**src/rtl/i2c_seq_pkg.sv**
```systemverilog
package i2c_seq_pkg;

   typedef enum logic [2:0] {
      ST_BUSY      = 3'd0,
      ST_OK        = 3'd1,
      ST_NACK_ADDR = 3'd2,
      ST_NACK_DATA = 3'd3,
      ST_ARB       = 3'd4,
      ST_BUS_ERR   = 3'd5,
      ST_ERROR     = 3'd6
   } seq_status_e;

   localparam logic [2:0] ENG_IDLE      = 3'd0;
   localparam logic [2:0] ENG_RX_RDY    = 3'd1;
   localparam logic [2:0] ENG_TX_RDY    = 3'd2;
   localparam logic [2:0] ENG_NACK_ADDR = 3'd3;
   localparam logic [2:0] ENG_NACK_DATA = 3'd4;

endpackage

```
**src/rtl/i2c_seq_counter.sv**
```systemverilog
module i2c_seq_counter #(
   parameter int W = 8
) (
   input  logic         clk,
   input  logic         rst_n,
   input  logic         load,
   input  logic [W-1:0] load_val,
   input  logic         dec,
   output logic         zero,
   output logic         last
);
   localparam logic [W-1:0] ONE = W'(1);

   logic [W-1:0] cnt_q;

   always_ff @(posedge clk or negedge rst_n) begin
      if (!rst_n)
         cnt_q <= '0;
      else if (load)
         cnt_q <= load_val;
      else if (dec && (cnt_q != '0))
         cnt_q <= cnt_q - ONE;
   end

   assign zero = (cnt_q == '0);
   assign last = (cnt_q == ONE);
endmodule

```
**src/rtl/i2c_seq_cmd_reg.sv**
```systemverilog
module i2c_seq_cmd_reg #(
   parameter int DATA_W = 8
) (
   input  logic              clk,
   input  logic              rst_n,
   input  logic              issue,
   input  logic              c_start,
   input  logic              c_cont,
   input  logic              c_stop,
   input  logic [DATA_W-1:0] c_data,
   input  logic              rst_req,
   input  logic              clr_req,
   output logic              cmd_valid,
   output logic              cmd_start,
   output logic              cmd_cont,
   output logic              cmd_stop,
   output logic [DATA_W-1:0] cmd_data,
   output logic              eng_rst,
   output logic              flag_clr
);
   always_ff @(posedge clk or negedge rst_n) begin
      if (!rst_n) begin
         cmd_valid <= 1'b0;
         cmd_start <= 1'b0;
         cmd_cont  <= 1'b0;
         cmd_stop  <= 1'b0;
         cmd_data  <= '0;
         eng_rst   <= 1'b0;
         flag_clr  <= 1'b0;
      end else begin
         cmd_valid <= issue;
         cmd_start <= issue & c_start;
         cmd_cont  <= issue & c_cont;
         cmd_stop  <= issue & c_stop;
         if (issue)
            cmd_data <= c_data;
         eng_rst   <= rst_req;
         flag_clr  <= clr_req;
      end
   end
endmodule

```
**src/rtl/i2c_xfer_seq.sv**
```systemverilog
module i2c_xfer_seq
   import i2c_seq_pkg::*;
#(
   parameter int ADDR_W = 7,
   parameter int DATA_W = 8,
   parameter int CNT_W  = 8
) (
   input  logic              clk,
   input  logic              rst_n,
   input  logic              start,
   input  logic [ADDR_W-1:0] target_addr,
   input  logic [CNT_W-1:0]  tx_count,
   input  logic [CNT_W-1:0]  rx_count,
   input  logic [DATA_W-1:0] tx_data,
   input  logic              tx_valid,
   output logic              tx_ready,
   output logic [DATA_W-1:0] rx_data,
   output logic              rx_valid,
   input  logic              rx_ready,
   output logic [2:0]        status,
   output logic              done,
   output logic              eng_reset,
   output logic              eng_flag_clr,
   output logic              eng_cmd_valid,
   output logic              eng_cmd_start,
   output logic              eng_cmd_cont,
   output logic              eng_cmd_stop,
   output logic [DATA_W-1:0] eng_cmd_data,
   input  logic              eng_pending,
   input  logic [2:0]        eng_code,
   input  logic [DATA_W-1:0] eng_rx_byte,
   input  logic              eng_arb_lost,
   input  logic              eng_bus_err
);
   localparam int ABYTE_W = ADDR_W + 1;

   generate
      if (ABYTE_W != DATA_W) begin : g_bad_width
         $error("address byte must fill exactly one data byte");
      end
      if (CNT_W < 1) begin : g_bad_cnt
         $error("count width must be at least one bit");
      end
   endgenerate

   seq_status_e       status_q;
   logic              done_q;
   logic [ADDR_W-1:0] addr_q;
   logic              busy, start_acc, guard, evt_flag, evt_pend;
   logic              tx_zero, tx_last, rx_zero, rx_last;
   logic              tx_dec, rx_dec;
   logic              go, c_start, c_cont, c_stop, clr_req, fin;
   logic [DATA_W-1:0] c_data;
   seq_status_e       fin_code;

   assign busy      = (status_q == ST_BUSY);
   assign start_acc = start && !busy;
   // Engine inputs are trusted only when no command, reset or clear is in flight.
   assign guard     = busy && !eng_cmd_valid && !eng_reset && !eng_flag_clr;
   assign evt_flag  = guard && (eng_arb_lost || eng_bus_err);
   assign evt_pend  = guard && !evt_flag && eng_pending;

   assign tx_ready  = evt_pend && (eng_code == ENG_TX_RDY) && !tx_zero;
   assign rx_valid  = evt_pend && (eng_code == ENG_RX_RDY) && !rx_zero;
   assign rx_data   = eng_rx_byte;

   i2c_seq_counter #(.W(CNT_W)) i_tx_cnt (
      .clk(clk), .rst_n(rst_n), .load(start_acc), .load_val(tx_count),
      .dec(tx_dec), .zero(tx_zero), .last(tx_last)
   );

   i2c_seq_counter #(.W(CNT_W)) i_rx_cnt (
      .clk(clk), .rst_n(rst_n), .load(start_acc), .load_val(rx_count),
      .dec(rx_dec), .zero(rx_zero), .last(rx_last)
   );

   always_comb begin
      go       = 1'b0;
      c_start  = 1'b0;
      c_cont   = 1'b0;
      c_stop   = 1'b0;
      c_data   = '0;
      clr_req  = 1'b0;
      fin      = 1'b0;
      fin_code = ST_OK;
      tx_dec   = 1'b0;
      rx_dec   = 1'b0;
      if (evt_flag) begin
         clr_req  = 1'b1;
         fin      = 1'b1;
         fin_code = eng_arb_lost ? ST_ARB : ST_BUS_ERR;
         if (eng_pending) begin
            go     = 1'b1;
            c_cont = 1'b1;
         end
      end else if (evt_pend) begin
         case (eng_code)
            ENG_IDLE: begin
               if (!tx_zero) begin
                  go      = 1'b1;
                  c_start = 1'b1;
                  c_data  = {addr_q, 1'b0};
               end else if (!rx_zero) begin
                  go      = 1'b1;
                  c_start = 1'b1;
                  c_data  = {addr_q, 1'b1};
               end else begin
                  fin = 1'b1;
               end
            end
            ENG_RX_RDY: begin
               if (rx_zero) begin
                  go     = 1'b1;
                  c_cont = 1'b1;
                  c_stop = 1'b1;
               end else if (rx_ready) begin
                  rx_dec = 1'b1;
                  go     = 1'b1;
                  c_cont = 1'b1;
                  c_stop = rx_last;
               end
            end
            ENG_TX_RDY: begin
               if (!tx_zero) begin
                  if (tx_valid) begin
                     tx_dec = 1'b1;
                     go     = 1'b1;
                     c_cont = 1'b1;
                     c_data = tx_data;
                  end
               end else if (rx_zero) begin
                  go     = 1'b1;
                  c_stop = 1'b1;
               end else begin
                  go      = 1'b1;
                  c_start = 1'b1;
                  c_data  = {addr_q, 1'b1};
               end
            end
            ENG_NACK_ADDR: begin
               fin      = 1'b1;
               fin_code = ST_NACK_ADDR;
               go       = 1'b1;
               c_stop   = 1'b1;
            end
            ENG_NACK_DATA: begin
               fin      = 1'b1;
               fin_code = ST_NACK_DATA;
               go       = 1'b1;
               c_stop   = 1'b1;
            end
            default: begin
               fin      = 1'b1;
               fin_code = ST_ERROR;
               go       = 1'b1;
               c_cont   = 1'b1;
            end
         endcase
      end
   end

   always_ff @(posedge clk or negedge rst_n) begin
      if (!rst_n) begin
         status_q <= ST_OK;
         done_q   <= 1'b0;
         addr_q   <= '0;
      end else if (start_acc) begin
         addr_q <= target_addr;
         if ((tx_count == '0) && (rx_count == '0)) begin
            status_q <= ST_OK;
            done_q   <= 1'b1;
         end else begin
            status_q <= ST_BUSY;
            done_q   <= 1'b0;
         end
      end else if (fin) begin
         status_q <= fin_code;
         done_q   <= 1'b1;
      end else begin
         done_q <= 1'b0;
      end
   end

   i2c_seq_cmd_reg #(.DATA_W(DATA_W)) i_cmd (
      .clk(clk), .rst_n(rst_n), .issue(go), .c_start(c_start), .c_cont(c_cont),
      .c_stop(c_stop), .c_data(c_data), .rst_req(start_acc),
      .clr_req(start_acc || clr_req), .cmd_valid(eng_cmd_valid),
      .cmd_start(eng_cmd_start), .cmd_cont(eng_cmd_cont), .cmd_stop(eng_cmd_stop),
      .cmd_data(eng_cmd_data), .eng_rst(eng_reset), .flag_clr(eng_flag_clr)
   );

   assign status = status_q;
   assign done   = done_q;
endmodule

```
**config.mk**
```make
export PLATFORM = sky130hd
export DESIGN_NAME = i2c_xfer_seq
export DESIGN_NICKNAME = d
export VERILOG_FILES = /design/src/rtl/i2c_seq_pkg.sv /design/src/rtl/i2c_seq_counter.sv /design/src/rtl/i2c_seq_cmd_reg.sv /design/src/rtl/i2c_xfer_seq.sv
export SDC_FILE = /design/constraint.sdc
export NUM_CORES = 1
export LEC_CHECK = 0
export BUFFER_PORTS_ARGS = -buffer_cell sky130_fd_sc_hd__buf_2
export CORE_MARGIN = 4
export CORE_UTILIZATION = 55
export DETAILED_ROUTE_END_ITERATION = 10
export PLACE_DENSITY = 0.92
export SKIP_CTS_REPAIR_TIMING = 1
export SLEW_MARGIN = 10
export SYNTH_ARGS = -nofsm -noshare
export SYNTH_HDL_FRONTEND = slang
export SYNTH_SLANG_ARGS = --single-unit
```
**constraint.sdc**
```tcl
create_clock -name clk -period 4.48 [get_ports clk]
set_input_delay 0.896 -clock clk [delete_from_list [all_inputs] [get_ports clk]]
set_output_delay 0.896 -clock clk [all_outputs]
set_load 0.02 [all_outputs]
```
# Word level (Yosys, flattened, before mapping)
# Cells that the tools add are included.
[word_totals] inputBits=50 output_inout_bits=28 word_cells=117 reg_bits=41
[classes] muxes=57 n_addsub=2 n_eq_ne=5 bitwise_logic=3 reduce_logical=38
[ops] op="$mux 8" count=10
[ops] op="$mux 1" count=36
[ops] op="$logic_not 8->1" count=4
[ops] op="$pmux 8 s2" count=1
[ops] op="$reduce_bool 8->1" count=2
[ops] op="$sub 8x1->8 const B" count=2
[ops] op="$logic_and 1x1->1" count=14
[ops] op="$mux 3" count=4
[ops] op="$pmux 1 s3" count=3
[ops] op="$pmux 3 s3" count=1
[ops] op="$eq 8x1->1 const B" count=1
[ops] op="$logic_not 1->1" count=7
[ops] op="$eq 3x2->1 const B" count=2
[ops] op="$logic_not 3->1" count=2
[ops] op="$reduce_bool 2->1" count=3
[ops] op="$reduce_or 3->1" count=2
[ops] op="$pmux 1 s2" count=2
[ops] op="$reduce_or 2->1" count=2
[ops] op="$and 1x1->1" count=3
[ops] op="$eq 3x1->1 const B" count=1
[ops] op="$eq 3x3->1 const B" count=1
[ops] op="$logic_or 1x1->1" count=2

# Longest topological paths before layout
[logic_depth] ltp_word=13 ltp_mapped=8 mapped_depth_nobuf=7

# Cells and area by module
# Synthesis repeated with hierarchy kept, for this count alone.
[unflattened] cells_unflattened=254 area_unflattened_um2=2588.7
[by_module_without_submodules] mod="i2c_xfer_seq" cells_per_inst=97 area_each_um2=918.4 seq_area_each_um2=276.5 instances=1
[by_module_without_submodules] mod="i2c_seq_counter (i_tx_cnt)" cells_per_inst=65 area_each_um2=589.3 seq_area_each_um2=200.2 instances=1
[by_module_without_submodules] mod="i2c_seq_counter (i_rx_cnt)" cells_per_inst=66 area_each_um2=580.6 seq_area_each_um2=200.2 instances=1
[by_module_without_submodules] mod="i2c_seq_cmd_reg" cells_per_inst=26 area_each_um2=500.5 seq_area_each_um2=350.3 instances=1

# Worst setup path before layout
# No wires, ideal clock.
[synth_path] path_kind="input-to-output" start="input port eng_bus_err" end="output port tx_ready" cell_stages=5 path_buffers=1 arrival_time_ns=2.171 setup_slack_ns=1.413 required_ns=3.584 cell_sequence="nor2_1 -> nand4_1 -> or3_1 -> clkbuf_1 -> nor2b_1"
[synth_between] elab_chain_cells=7
[synth_rtl] item="start: declaration" line="i2c_xfer_seq.sv:33" text="input logic eng_bus_err"
[synth_rtl] item="$logic_or 1x1->1" line="i2c_xfer_seq.sv:60" text="assign evt_flag = guard && (eng_arb_lost || eng_bus_err);"
[synth_rtl] item="$logic_and 1x1->1" line="i2c_xfer_seq.sv:60"
[synth_rtl] item="$logic_not 1->1" line="i2c_xfer_seq.sv:61" text="assign evt_pend = guard && !evt_flag && eng_pending;"
[synth_rtl] item="$logic_and 1x1->1 (2 in series)" line="i2c_xfer_seq.sv:61"
[synth_rtl] item="$logic_and 1x1->1 (2 in series)" line="i2c_xfer_seq.sv:63" text="assign tx_ready = evt_pend && (eng_code == ENG_TX_RDY) && !tx_zero;"
[synth_rtl] item="end: declaration" line="i2c_xfer_seq.sv:16" text="output logic tx_ready,"
# No other way between the ends.

# Worst setup path after layout
# Same ends and word-level chain as after synthesis.

==> summary.md <==
| Metric | Value |
|---|---|
| # nets final | `365` |
| CP arrival | `2540 ps` |
| FMAX | `291.2 MHz` |
| Standard-cell rows | `23` |
| Endpoints failing setup | `0` |
| Max FO, Critical Path | `10` |
| Clock Skew | `5.871 ps` |
| Max IR drop VDD | `0.2185 mV` |
| MaxCap Viol Count | `0` |
| Setup_tns | `0 ps` |
| Sink Count | `41` |
| Cell Area, Synth | `0.002415 mm2` |
| Top post-synthesis cells by area | `dfrtp_1 (41%), nand2_1 (6.2%), o2bb2ai_1 (2.9%)` |
| Drt wl/cell | `16.84 um` |
| IO Count | `78` |
| R2R Path Start | `i_rx_cnt.cnt_q[0]` |
| Pwr per Cell Area | `513.9 mW/mm2` |
| Switch Pwr | `585.8 uW` |
| Min Tclk post-route | `3434 ps` |
| Most frequent cells in the layout | `buf_2 (61), nand2_1 (40), dfrtp_1 (40)` |
| EDFF count, synth | `0` |
| Class of the most critical setup path | `in -> out` |
| H-tree depth | `2` |
| Antenna Nets Post-Route | `0` |
| Clock power share | `0.182` |
| Clock slew at reported path FFs | `80 ps` |
| DR iter-0 viols | `187` |
| Drc violations | `0` |
| Die Footprint | `0.005515 mm2` |
| Warnings from Yosys | `0` |
| CP Launch Type | `input pin` |
| Seq cells post-synth | `41` |
| TritonRoute pass-1 iters | `4` |
| Commonest non-fill, non-tap cell in the layout | `buf_2` |
| Reg power frac | `0.447` |
| Dpl hpwl | `4430 um` |
| IO Port Bufs | `61` |
| Top_reg_cell synth | `dfrtp_1` |
| DP Area | `0.002663 mm2` |
| Skew-Pair Late Insertion Delay | `300 ps` |
| Comb power frac | `0.372` |
| Gate Count Post-Synth | `260` |
| RSZ-0062 raised after global routing | `false` |
| Avg Inst Size Synth | `9.288 um2` |
| Overall Power | `1.418 mW` |
| Post-synth net total | `315` |
| Leak | `1.301 nW` |
| Initial antenna violation count | `0` |
| Async set-reset flop share out of synthesis | `1.000` |
| Slew @ Worst Pin | `899.1 ps` |
| First-pass GRT wire length | `9846 um` |
| Final instance area | `0.002759 mm2` |
| Detailed-route via count | `2,182` |
| Min-delay worst type | `reg -> reg` |
| Switching share of power | `0.4132` |
| Netlist cell types | `61` |
| Ant. Diodes | `0` |
| Clock tree buffer depth | `2` |
| Final Max Tran Viols | `0` |
| Die X | `74.26 um` |
| Sequential-to-total area share from yosys stat | `0.4254` |
| Yosys top cell area share | `0.4145` |
| Final period utilization | `0.7665` |
| Layout cells sized above 1 | `0.2797` |
| DRT Wirelength | `6079 um` |
| Largest area contributor in the netlist | `dfrtp_1` |
| Status | `finished clean` |
| Core area | `0.004115 mm2` |
| Hold Path Origin | `addr_q[3]` |
| CTS root buf | `clkbuf_8` |
| Largest net degree at the start of global routing | `42` |
| Worst EP required | `3580 ps` |
| Worst setup startpoint | `eng_bus_err` |
| Endpoints failing hold | `0` |
| Gr ovfl total | `0` |
| Relative slew slack | `0.4006` |
| CTS buffer count | `5` |
| CP Capture Type | `primary output` |
| Routability Congestion | `0.8844` |
| Gr usage total | `0.2370` |
| DR vias/cell | `6.044` |
| Initial core utilization | `0.5868` |
| CTS tree | `built` |
| P_int | `832.0 uW` |
| Vias in the first global route | `2,109` |
| Die Y | `74.26 um` |
| Layout area overhead | `14.25%` |
## stage by stage
stage / cells / worst slack, ps / hold slack, ps / util
floorplan: 260 / 1413 / 446.4 / -
detailed placement: 353 / 1157 / 472.9 / 0.6470
global route: 361 / 945.2 / 517.6 / 0.6704
CTS: 361 / 1077 / 493.5 / 0.6704
global placement: 353 / 1243 / 462.8 / 0.6470
finish: 361 / 1046 / 490.7 / 0.6704
## logic make-up after synthesis
logic type      after synthesis  share of synthesized area
xor+xnor                      5                    0.01813
mux                           1                   0.004145
simple gates                108                     0.2544
compound gates               66                     0.1933
buf+inv                      33                    0.07461
flops                        41                     0.4254
fa+ha+maj                     6                    0.03005
## power groups by stage
stage               clock network (mW)  logic (mW)  registers, mW
finish                           0.258       0.527          0.633
global route                     0.273       0.589          0.653
CTS                              0.257       0.524          0.634
detailed placement                   0       0.519          0.637
global placement                     0       0.504          0.627
floorplan                            0       0.363          0.643
## layer usage
| layer | vias up | GRT usage | wire length (um) |
|---|---|---|---|
| met4 | 0 | 0.1107 | 136 |
| met3 | 16 | 0.05270 | 367 |
| li1 | 1039 | - | - |
| met5 | - | 0 | 0 |
| met2 | 84 | 0.3809 | 2966 |
| met1 | 1043 | 0.3057 | 2608 |
## layout make-up
class	instances	area (um2)
clock inverter	2	13.76
clock buffer	6	82.58
fill	341	1356
multi-input combinational	186	1207
inverter	14	52.55
sequential	41	1027
tap	50	62.56
timing repair buffer	62	312.8
## worst max-delay path, cell delays in order
cell,delay (ps)
buf_2,110
nor2_1,380
nand4_1,240
or3_1,520
nor2b_1,200
buf_2,190
## synth_stat cells (4+ instances only)
| cell type | number |
|---|---|
| o22ai_1 | 7 |
| nor2_1 | 13 |
| dfrtp_1 | 40 |
| nand2_1 | 40 |
| inv_1 | 14 |
| xor2_1 | 4 |
| buf_4 | 8 |
| o21ai_0 | 9 |
| clkbuf_1 | 4 |
| ha_1 | 5 |
| or3_1 | 4 |
| nand4_1 | 5 |
| o211ai_1 | 4 |
| a22oi_1 | 6 |
| nor3_1 | 7 |
| o2bb2ai_1 | 8 |
| a31oi_1 | 4 |
| a21oi_1 | 8 |
| nand3_1 | 10 |
## path summary, 6_finish.rpt
path | to | slack (ps) | depth (start not counted)
worst max register to register | i_cmd.cmd_data[7] | 2280 | 7
worst min register to register | addr_q[3] | 490 | 2
worst min-delay path | addr_q[3] | 490 | 2
min in group asynchronous | done | 720 | 1
worst max-delay path | tx_ready | 1050 | 6
max in group asynchronous | i_tx_cnt.cnt_q[0] | 3200 | 1
## flip-flops by register name, indices dropped and copies added, names as in the netlist
name,flops
addr_q,7
done,1
i_cmd.cmd_cont,1
i_cmd.cmd_data,8
i_cmd.cmd_start,1
i_cmd.cmd_stop,1
i_cmd.cmd_valid,1
i_cmd.eng_rst,1
i_cmd.flag_clr,1
i_rx_cnt.cnt_q,8
i_tx_cnt.cnt_q,8
status,3
(Power assumes the default switching activity.)
